**config.mk**
```make
export PLATFORM = sky130hd
export DESIGN_NAME = freq_acq_seq
export DESIGN_NICKNAME = d
export VERILOG_FILES = /design/src/rtl/freq_acq_pkg.sv /design/src/rtl/freq_acq_ramp.sv /design/src/rtl/freq_acq_div.sv /design/src/rtl/freq_acq_seq.sv
export SDC_FILE = /design/constraint.sdc
export NUM_CORES = 1
export LEC_CHECK = 0
export CORE_MARGIN = 4
export CORE_UTILIZATION = 65
export CTS_BUF_LIST = sky130_fd_sc_hd__clkbuf_8 sky130_fd_sc_hd__clkbuf_16
export CTS_CLUSTER_DIAMETER = 80
export CTS_CLUSTER_SIZE = 25
export DETAILED_ROUTE_END_ITERATION = 10
export PLACE_DENSITY = 0.83
export SLEW_MARGIN = 20
export SYNTH_ARGS = -nofsm -noshare
export SYNTH_HDL_FRONTEND = slang
export SYNTH_HIERARCHICAL = 1
export SYNTH_SLANG_ARGS = --single-unit
```
**constraint.sdc**
```tcl
create_clock -name clk_i -period 13.85 [get_ports clk_i]
set_input_delay 2.0775 -clock clk_i [delete_from_list [all_inputs] [get_ports clk_i]]
set_output_delay 2.0775 -clock clk_i [all_outputs]
set_load 0.005 [all_outputs]
```
**src/rtl/freq_acq_pkg.sv**
```systemverilog
package freq_acq_pkg;
  typedef enum logic [1:0] {ST_IDLE, ST_RAMP, ST_CALC, ST_DONE} acq_state_e;
endpackage

```
**src/rtl/freq_acq_ramp.sv**
```systemverilog
module freq_acq_ramp #(
  parameter int WORD_W = 12
) (
  input  logic              clk_i,
  input  logic              rst_ni,
  input  logic              add_i,
  input  logic [WORD_W-1:0] step_i,
  input  logic              load_i,
  input  logic [WORD_W-1:0] load_val_i,
  output logic [WORD_W-1:0] word_o,
  output logic              sat_o
);
  logic [WORD_W:0] sum;
  assign sum = {1'b0, word_o} + {1'b0, step_i};

  always_ff @(posedge clk_i or negedge rst_ni) begin
    if (!rst_ni) begin
      word_o <= '0;
      sat_o  <= 1'b0;
    end else if (load_i) begin
      word_o <= load_val_i;
    end else if (add_i) begin
      if (sum[WORD_W]) begin
        word_o <= '1;
        sat_o  <= 1'b1;
      end else begin
        word_o <= sum[WORD_W-1:0];
      end
    end
  end
endmodule

```
**src/rtl/freq_acq_div.sv**
```systemverilog
module freq_acq_div #(
  parameter int NUM_W = 24,
  parameter int DEN_W = 12
) (
  input  logic             clk_i,
  input  logic             rst_ni,
  input  logic             start_i,
  input  logic [NUM_W-1:0] num_i,
  input  logic [DEN_W-1:0] den_i,
  output logic             done_o,
  output logic [NUM_W-1:0] quo_o
);
  localparam int CNT_W = $clog2(NUM_W + 1);

  logic [DEN_W-1:0] rem_q, den_q;
  logic [CNT_W-1:0] cnt_q;
  logic             busy_q;
  logic [DEN_W:0]   shifted, diff;
  logic             ge;

  assign shifted = {rem_q, quo_o[NUM_W-1]};
  assign diff    = shifted - {1'b0, den_q};
  assign ge      = shifted >= {1'b0, den_q};

  always_ff @(posedge clk_i or negedge rst_ni) begin
    if (!rst_ni) begin
      rem_q  <= '0;
      den_q  <= '0;
      quo_o  <= '0;
      cnt_q  <= '0;
      busy_q <= 1'b0;
      done_o <= 1'b0;
    end else begin
      done_o <= 1'b0;
      if (start_i) begin
        rem_q  <= '0;
        den_q  <= den_i;
        quo_o  <= num_i;
        cnt_q  <= CNT_W'(NUM_W);
        busy_q <= 1'b1;
      end else if (busy_q) begin
        rem_q <= ge ? diff[DEN_W-1:0] : shifted[DEN_W-1:0];
        quo_o <= {quo_o[NUM_W-2:0], ge};
        cnt_q <= cnt_q - 1'b1;
        if (cnt_q == CNT_W'(1)) begin
          busy_q <= 1'b0;
          done_o <= 1'b1;
        end
      end
    end
  end
endmodule

```
**src/rtl/freq_acq_seq.sv**
```systemverilog
module freq_acq_seq
  import freq_acq_pkg::*;
#(
  parameter int WORD_W = 12,
  parameter int TDC_W  = 10
) (
  input  logic              clk_i,
  input  logic              rst_ni,
  input  logic              ref_edge_i,
  input  logic              div_edge_i,
  input  logic [TDC_W-1:0]  tdc_i,
  input  logic [TDC_W-1:0]  ref_tdc_i,
  input  logic [WORD_W-1:0] step_i,
  output logic [WORD_W-1:0] ctrl_word_o,
  output logic [TDC_W-1:0]  tdc_cap_o,
  output logic              done_o,
  output logic              oor_o
);
  localparam int NUM_W = WORD_W + TDC_W + 2;
  localparam int DEN_W = TDC_W + 2;
  localparam logic [WORD_W-1:0] WORD_MAX = '1;

  acq_state_e state_q, state_d;
  logic [TDC_W-1:0] tmin_q, ref_q;
  logic             first_div_q, calc_start_q, oor_q;
  logic             add, load, set_oor, div_start, div_done, sat;
  logic [WORD_W-1:0] load_val;
  logic [TDC_W-1:0] span, offs;
  logic [NUM_W-1:0] num, quo;
  logic [DEN_W-1:0] den2;
  logic             degenerate, below, quo_ovf;

  // linear model: word = W*(R-A)/(B-A), rounded half up via 2x scaling
  assign span       = tdc_cap_o - tmin_q;
  assign offs       = ref_q - tmin_q;
  assign num        = NUM_W'(ctrl_word_o) * NUM_W'(offs) * NUM_W'(2) + NUM_W'(span);
  assign den2       = DEN_W'({span, 1'b0});
  assign degenerate = (ctrl_word_o == '0) || (tdc_cap_o <= tmin_q);
  assign below      = ref_q < tmin_q;
  assign quo_ovf    = |quo[NUM_W-1:WORD_W];

  assign add = (state_q == ST_RAMP) && div_edge_i && !ref_edge_i;

  always_comb begin
    state_d   = state_q;
    load      = 1'b0;
    load_val  = '0;
    set_oor   = 1'b0;
    div_start = 1'b0;
    unique case (state_q)
      ST_IDLE: if (ref_edge_i) state_d = ST_RAMP;
      ST_RAMP: if (ref_edge_i) state_d = ST_CALC;
      ST_CALC: begin
        if (calc_start_q) begin
          if (degenerate) begin
            load = 1'b1; load_val = WORD_MAX; set_oor = 1'b1; state_d = ST_DONE;
          end else if (below) begin
            load = 1'b1; load_val = '0; set_oor = 1'b1; state_d = ST_DONE;
          end else begin
            div_start = 1'b1;
          end
        end else if (div_done) begin
          load     = 1'b1;
          load_val = quo_ovf ? WORD_MAX : quo[WORD_W-1:0];
          set_oor  = quo_ovf;
          state_d  = ST_DONE;
        end
      end
      ST_DONE: begin
        if (div_edge_i && (({tdc_i, 1'b0} < {1'b0, ref_q}) ||
                           ({1'b0, tdc_i} > {ref_q, 1'b0})))
          set_oor = 1'b1;
      end
      default: state_d = ST_IDLE;
    endcase
  end

  always_ff @(posedge clk_i or negedge rst_ni) begin
    if (!rst_ni) begin
      state_q      <= ST_IDLE;
      tmin_q       <= '0;
      tdc_cap_o    <= '0;
      ref_q        <= '0;
      first_div_q  <= 1'b0;
      calc_start_q <= 1'b0;
      oor_q        <= 1'b0;
    end else begin
      state_q      <= state_d;
      calc_start_q <= (state_q == ST_RAMP) && ref_edge_i;
      oor_q        <= oor_q | set_oor;
      if (state_q == ST_IDLE && ref_edge_i) first_div_q <= 1'b1;
      if (add && first_div_q) begin
        tmin_q      <= tdc_i;
        first_div_q <= 1'b0;
      end
      if (state_q == ST_RAMP && ref_edge_i) begin
        tdc_cap_o <= tdc_i;
        ref_q     <= ref_tdc_i;
      end
    end
  end

  freq_acq_ramp #(.WORD_W(WORD_W)) u_ramp (
    .clk_i      (clk_i),
    .rst_ni     (rst_ni),
    .add_i      (add),
    .step_i     (step_i),
    .load_i     (load),
    .load_val_i (load_val),
    .word_o     (ctrl_word_o),
    .sat_o      (sat)
  );

  freq_acq_div #(.NUM_W(NUM_W), .DEN_W(DEN_W)) u_div (
    .clk_i   (clk_i),
    .rst_ni  (rst_ni),
    .start_i (div_start),
    .num_i   (num),
    .den_i   (den2),
    .done_o  (div_done),
    .quo_o   (quo)
  );

  assign done_o = (state_q == ST_DONE);
  assign oor_o  = oor_q | sat;
endmodule

```
; Word-level counts from Yosys, hierarchy flattened
; Index checks and enable logic that the tools add are counted.
[word_totals]
out_inout_bits = 24
inputBits = 36
register_bits = 101
wordCells = 99
[op_classes]
n_mul = 1
eq_ne = 8
n_mux = 43
n_bitwise = 3
n_reduce_logical = 18
n_addsub = 6
n_lt_le_gt_ge = 5
[op_table]
columns = operator, n
row1 = 2-to-1 mux 12 bit, 11
row2 = 2-to-1 mux 24 bit, 2
row3 = adder 23 x 10 -> 24 bit, 1
row4 = multiplier 12 x 10 -> 22 bit, 1
row5 = 2-to-1 mux 1 bit, 20
row6 = subtractor 10 bit, 2
row7 = adder 12 x 12 -> 13 bit, 1
row8 = >= comparator 13 x 11 -> 1 bit, 1
row9 = logical NOT 12 bit, 1
row10 = 2-to-1 mux 2 bit, 6
row11 = OR reduction 12 bit, 1
row12 = subtractor 12 x 11 -> 12 bit, 1
row13 = > comparator 10 x 11 -> 1 bit, 1
row14 = < comparator 11 x 10 -> 1 bit, 1
row15 = less-or-equal comparator 10 bit, 1
row16 = < comparator 10 bit, 1
row17 = 2-to-1 mux 5 bit, 2
row18 = logical AND 1 bit, 6
row19 = case mux 2 bit (3 select lines), 1
row20 = nonzero test 2 bit, 3
row21 = equality test 5 x 1 -> 1 bit (second input constant), 1
row22 = AND reduction 5 bit, 1
row23 = subtractor 5 x 1 -> 5 bit (second input constant), 1
row24 = equality test 2 bit (second input constant), 2
row25 = 12 further kinds, 15

; Depth between registers and ports, before layout
[logic_depth]
depth_word = 7
depth_mapped = 33
ltp_nobuf = 32

; By module
; Netlist, hierarchy kept.
[by_module_without_submodules]
columns = mod, n_inst, cells_per_inst, seq_area_each_um2, area_each_um2
row1 = freq_acq_seq, 1, 941, 875.8, 7805.0
row2 = freq_acq_div, 1, 323, 1376.3, 3094.2
row3 = freq_acq_ramp, 1, 142, 325.3, 1221.2

; Worst setup path after synthesis
; No wires, ideal clock.
[synth_timing]
kind = register to register
from = reg tmin_q[1]
to = reg u_div.quo_o[23]
stages_incl_launch_ff = 32
slack_ns = 6.530
t_arrival_ns = 7.237
t_required_ns = 13.767
synth_period_minus_slack_ns = 7.320
cell_sequence = dfrtp_1 inv_1 ha_1 nor2b_1 o21ai_0 a21boi_0 o21ai_0 a21oi_1 or4_1 o211ai_1 clkbuf_1 nand2_1 fa_1 fa_1 inv_1 fa_1 fa_1 inv_1 fa_1 inv_1 ha_1 buf_2 and4_1 o21a_1 a21oi_1 o21ai_1 xor2_1 and4_1 nor4b_4 and3_1 nand2_1 o21ai_0
[synth_via]
elab_cells_between_ends = 13
cone_classes = 3 x add/sub / 1 x mul / 2 x order compare / 5 x mux / 2 x reduce/logical
[synth_rtl]
columns = element, line
row1 = start: declaration, freq_acq_seq.sv:24  ; logic [TDC_W-1:0] tmin_q, ref_q;
row2 = start signal: assignment, freq_acq_seq.sv:93  ; tmin_q <= tdc_i;
row3 = subtractor 10 bit, freq_acq_seq.sv:35  ; assign offs = ref_q - tmin_q;
row4 = multiplier 12 x 10 -> 22 bit, freq_acq_seq.sv:36  ; assign num = NUM_W'(ctrl_word_o) * NUM_W'(offs) * NUM_W'(2) + NUM_W'(span);
row5 = adder 23 x 10 -> 24 bit (*), freq_acq_seq.sv:36
row6 = net num[23], freq_acq_seq.sv:29  ; logic [NUM_W-1:0] num, quo;
row7 = 2-to-1 mux 24 bit (*), freq_acq_div.sv:35  ; if (start_i) begin
row8 = end signal: assignment, freq_acq_div.sv:38  ; quo_o <= num_i;
row9 = end signal: assignment, freq_acq_div.sv:43  ; quo_o <= {quo_o[NUM_W-2:0], ge};
row10 = end: declaration, freq_acq_div.sv:11  ; output logic [NUM_W-1:0] quo_o
; Mark *: on every way through the listed nets, which the timed path passes. The rest lies on a longest branch.
; A chain may end at the register's enable or synchronous reset.

; Worst setup path after layout
[layout_timing]
from = reg ref_q[0]
to = reg u_div.quo_o[20]
[layout_via]
elab_cells_between_ends = 10
cone_classes = 2 x add/sub / 1 x mul / 1 x order compare / 5 x mux / 1 x reduce/logical
[layout_rtl]
columns = element, line
row1 = start: declaration, freq_acq_seq.sv:24
row2 = start signal: assignment, freq_acq_seq.sv:98  ; ref_q <= ref_tdc_i;
row3 = subtractor 10 bit, freq_acq_seq.sv:35
row4 = multiplier 12 x 10 -> 22 bit, freq_acq_seq.sv:36
row5 = adder 23 x 10 -> 24 bit, freq_acq_seq.sv:36
row6 = net num[20], freq_acq_seq.sv:29
row7 = 2-to-1 mux 24 bit, freq_acq_div.sv:35
; The timed path passes the listed nets, and every way through them passes these cells.

==> PnR_summary.wiki <==
{| class="wikitable"
! Metric !! Value
|-
| Starting DRC count in detailed routing || 613
|-
| Required time of the critical path || 14,140 ps
|-
| Slew headroom || 0.248
|-
| Synthesized area divided by synthesized cell count || 8.62 sq um
|-
| # DRC || 0
|-
| Worst path slowest cell || xor2_1
|-
| DRT Pass-1 Iters || 5
|-
| Final setup vio count || 0
|-
| Number of port buffers || 59
|-
| Number of slew-limit violations in the final report || 0
|-
| Cell Rows || 49
|-
| Number of antenna violations at the first check in global routing || 0
|-
| Initial standard-cell utilization of the core || 0.668
|-
| Share of async-settable or async-resettable flops after synthesis || 1.00
|-
| Achievable frequency || 118 MHz
|-
| Setup crit start kind || flip-flop
|-
| Vias after detailed routing || 10,100
|-
| Largest net degree at the start of global routing || 74
|-
| Final antenna-violating net count || 0
|-
| Area Overhead vs Synth || 7.94%
|-
| Yosys top cell by area || dfrtp_1
|-
| Overall routing resource usage || 0.295
|-
| DRT Wirelength || 29,500 um
|-
| Tcrit/Tclk final || 0.611
|-
| Leading post-synthesis cells by cell area || dfrtp_1 (21%), ha_1 (14%), fa_1 (14%)
|-
| Yosys warns || 6
|-
| Cell at the root of the clock tree || clkbuf_16
|-
| Synth top cells by count || inv_1 (161), nand2_1 (154), ha_1 (135)
|-
| Via count of the first global-routing pass || 10,300
|-
| CP most frequent cell || fa_1
|-
| Fraction of final layout cells with drive strength greater than 1 || 0.0550
|-
| Core Region || 18,100 sq um
|-
| Die height || 145 um
|-
| Antenna diodes || 0
|-
| Worst Setup End Kind || flip-flop
|-
| Hold WC Path Type || flip-flop to flip-flop
|-
| Worst-Margin Slew || 1120 ps
|-
| Final hold viol count || 0
|-
| Source-to-sink clock delay at the later pin of the worst-skew pair || 370 ps
|-
| Fin Setup TNS || 0 ps
|-
| Count of different cell masters after synthesis || 89
|-
| TritonCTS clock tree || yes
|-
| Final worst clock skew || 15.4 ps
|-
| Post-CTS sizing || 0
|-
| GRT overflow || 0
|-
| Total CTS buffers || 9
|-
| RD Place Congestion || 0.930
|-
| Global-route wire length before repair || 49,500 um
|-
| Max-cap viol count || 0
|-
| Delay contributed by the slowest stage of the critical path || 900 ps
|-
| Depth of the CTS H-tree || 3
|-
| Vias per cell || 6.14
|-
| Number of enable-type register cells in the synthesized netlist || 0
|-
| Number of buffers on the longest clock path || 2
|-
| Register area share after synthesis || 0.213
|-
| IO Count || 60
|-
| Clock Sink Count || 103
|-
| Post-detailed-placement half-perimeter wirelength || 22,700 um
|-
| Ys flop type || dfrtp_1
|-
| Hold slack || 502 ps
|-
| Arr. time, crit path || 8750 ps
|-
| Die Footprint || 20,900 sq um
|-
| Post-CTS setup-driven buffer insertion count || 0
|-
| Die X || 145 um
|-
| Cell area after synthesis || 12,100 sq um
|-
| Start-to-end type of the worst setup path || flip-flop to flip-flop
|-
| #FFs+latches synth || 103
|-
| Fin nets || 1,668
|-
| Average detailed-routed wire length per instance || 17.9 um
|-
| Outcome || finished, final reports clean
|-
| Most common cell in the netlist || inv_1
|-
| Reg clk slew, reported paths || 80 ps
|-
| Critical path peak fanout || 12
|-
| Post-Synthesis Cells || 1,406
|-
| Cts-stage hold buffer count || 0
|-
| RSZ-0062 raised after global routing || false
|-
| Time the final worst path needs with I/O delays and setup || 8460 ps
|-
| Post-synth top area share || 0.213
|}
==> layer usage <==
metal | up-vias | part of all wire | track usage
met4 | 0 | 0.026 | 0.0903
met3 | 61 | 0.066 | 0.0532
met1 | 4938 | 0.43 | 0.390
li1 | 4784 | - | -
met5 | - | 0 | 0
met2 | 330 | 0.48 | 0.498
==> state kept, by name, summed over array words and instances (netlist names), 2 cells and up <==
name / flops
u_ramp/word_o: 12
u_div/rem_q: 12
u_div/den_q: 12
state_q: 2
u_div/cnt_q: 5
tmin_q: 10
ref_q: 10
tdc_cap_o: 10
u_div/quo_o: 24
==> worst max-delay path: cells and delay by family, from the launching register on <==
family                     cells  cell delay, ps
adders and majority gates      8            3760
AOI/OAI and AO/OA              9            1900
and+or+nand+nor                6            1080
xor gates and xnor gates       2            1040
DFF                            1             380
buffers and inverters          4             220
==> layout make-up <==
type	instances	area, sq um
fillers	1388	5060
inverters	161	604
repair buffers	64	626
clock buffers	10	239
well taps	229	287
multi-input cells	1075	8680
clock inverters	6	71.3
flip-flops and latches	103	2580
==> through the flow <==
| stage | instances | utilization | cell area [sq um] | worst slack [ps] |
|---|---|---|---|---|
| 2_1_floorplan | 1407 | - | 12100 | 6530 |
| 3_3_place_gp | 1632 | 0.702 | 12700 | 5850 |
| 3_5_place_dp | 1632 | 0.703 | 12800 | 5490 |
| 4_1_cts | 1648 | 0.720 | 13100 | 5450 |
| 5_1_grt | 1648 | 0.721 | 13100 | 4820 |
| 6_report | 1648 | 0.721 | 13100 | 5390 |
==> logic make-up after synthesis <==
kind of cell | share of synthesized area
and+or+nand+nor | 0.189
adders and majority gates | 0.276
muxes | 0.0426
AOI/OAI and AO/OA | 0.163
DFF | 0.213
buffers and inverters | 0.0743
xor gates and xnor gates | 0.0419
other | 0.000309
==> path summary, 6_finish.rpt <==
check / from / end / slack [ps] / depth (start not counted)
min in group asynchronous: rst_ni / u_div/cnt_q[1] / 1640 / 1
setup / recovery: ref_q[0] / u_div/quo_o[20] / 5390 / 29
setup reg to reg: ref_q[0] / u_div/quo_o[20] / 5390 / 29
hold / removal: first_div_q / first_div_q / 500 / 1
hold reg to reg: first_div_q / first_div_q / 500 / 1
max in group asynchronous: rst_ni / u_div/quo_o[20] / 10930 / 2
==> cell usage in the layout, fill, tap and decap left out, drive strengths merged, types with 5 or more instances in the layout <==
cell type / netlist / layout
o21a: 15 / 15
a211oi: 18 / 18
o211ai: 10 / 10
a31oi: 7 / 7
nor2: 77 / 77
a311oi: 9 / 9
fa: 83 / 83
xor2: 19 / 19
a21oi: 72 / 72
nor3: 18 / 18
and3: 7 / 7
o2111ai: 5 / 5
inv: 161 / 164
nand2b: 32 / 32
nand4: 10 / 10
o21ai: 88 / 88
mux2: 21 / 21
buf: 18 / 6
ha: 135 / 135
nor2b: 24 / 24
nand3: 20 / 20
and4: 6 / 6
clkdlybuf4s50: 0 / 58
and2: 62 / 62
dfrtp: 103 / 103
a21boi: 8 / 8
nand2: 154 / 154
nor3b: 7 / 7
nor4: 8 / 8
a21o: 20 / 20
nand3b: 5 / 5
a22o: 6 / 6
mux2i: 28 / 28
xnor2: 39 / 39
clkbuf: 50 / 10
Power is left out: the tool's default activity adds up to more than one toggle a clock period on the data nets, which glitch-free logic cannot reach.
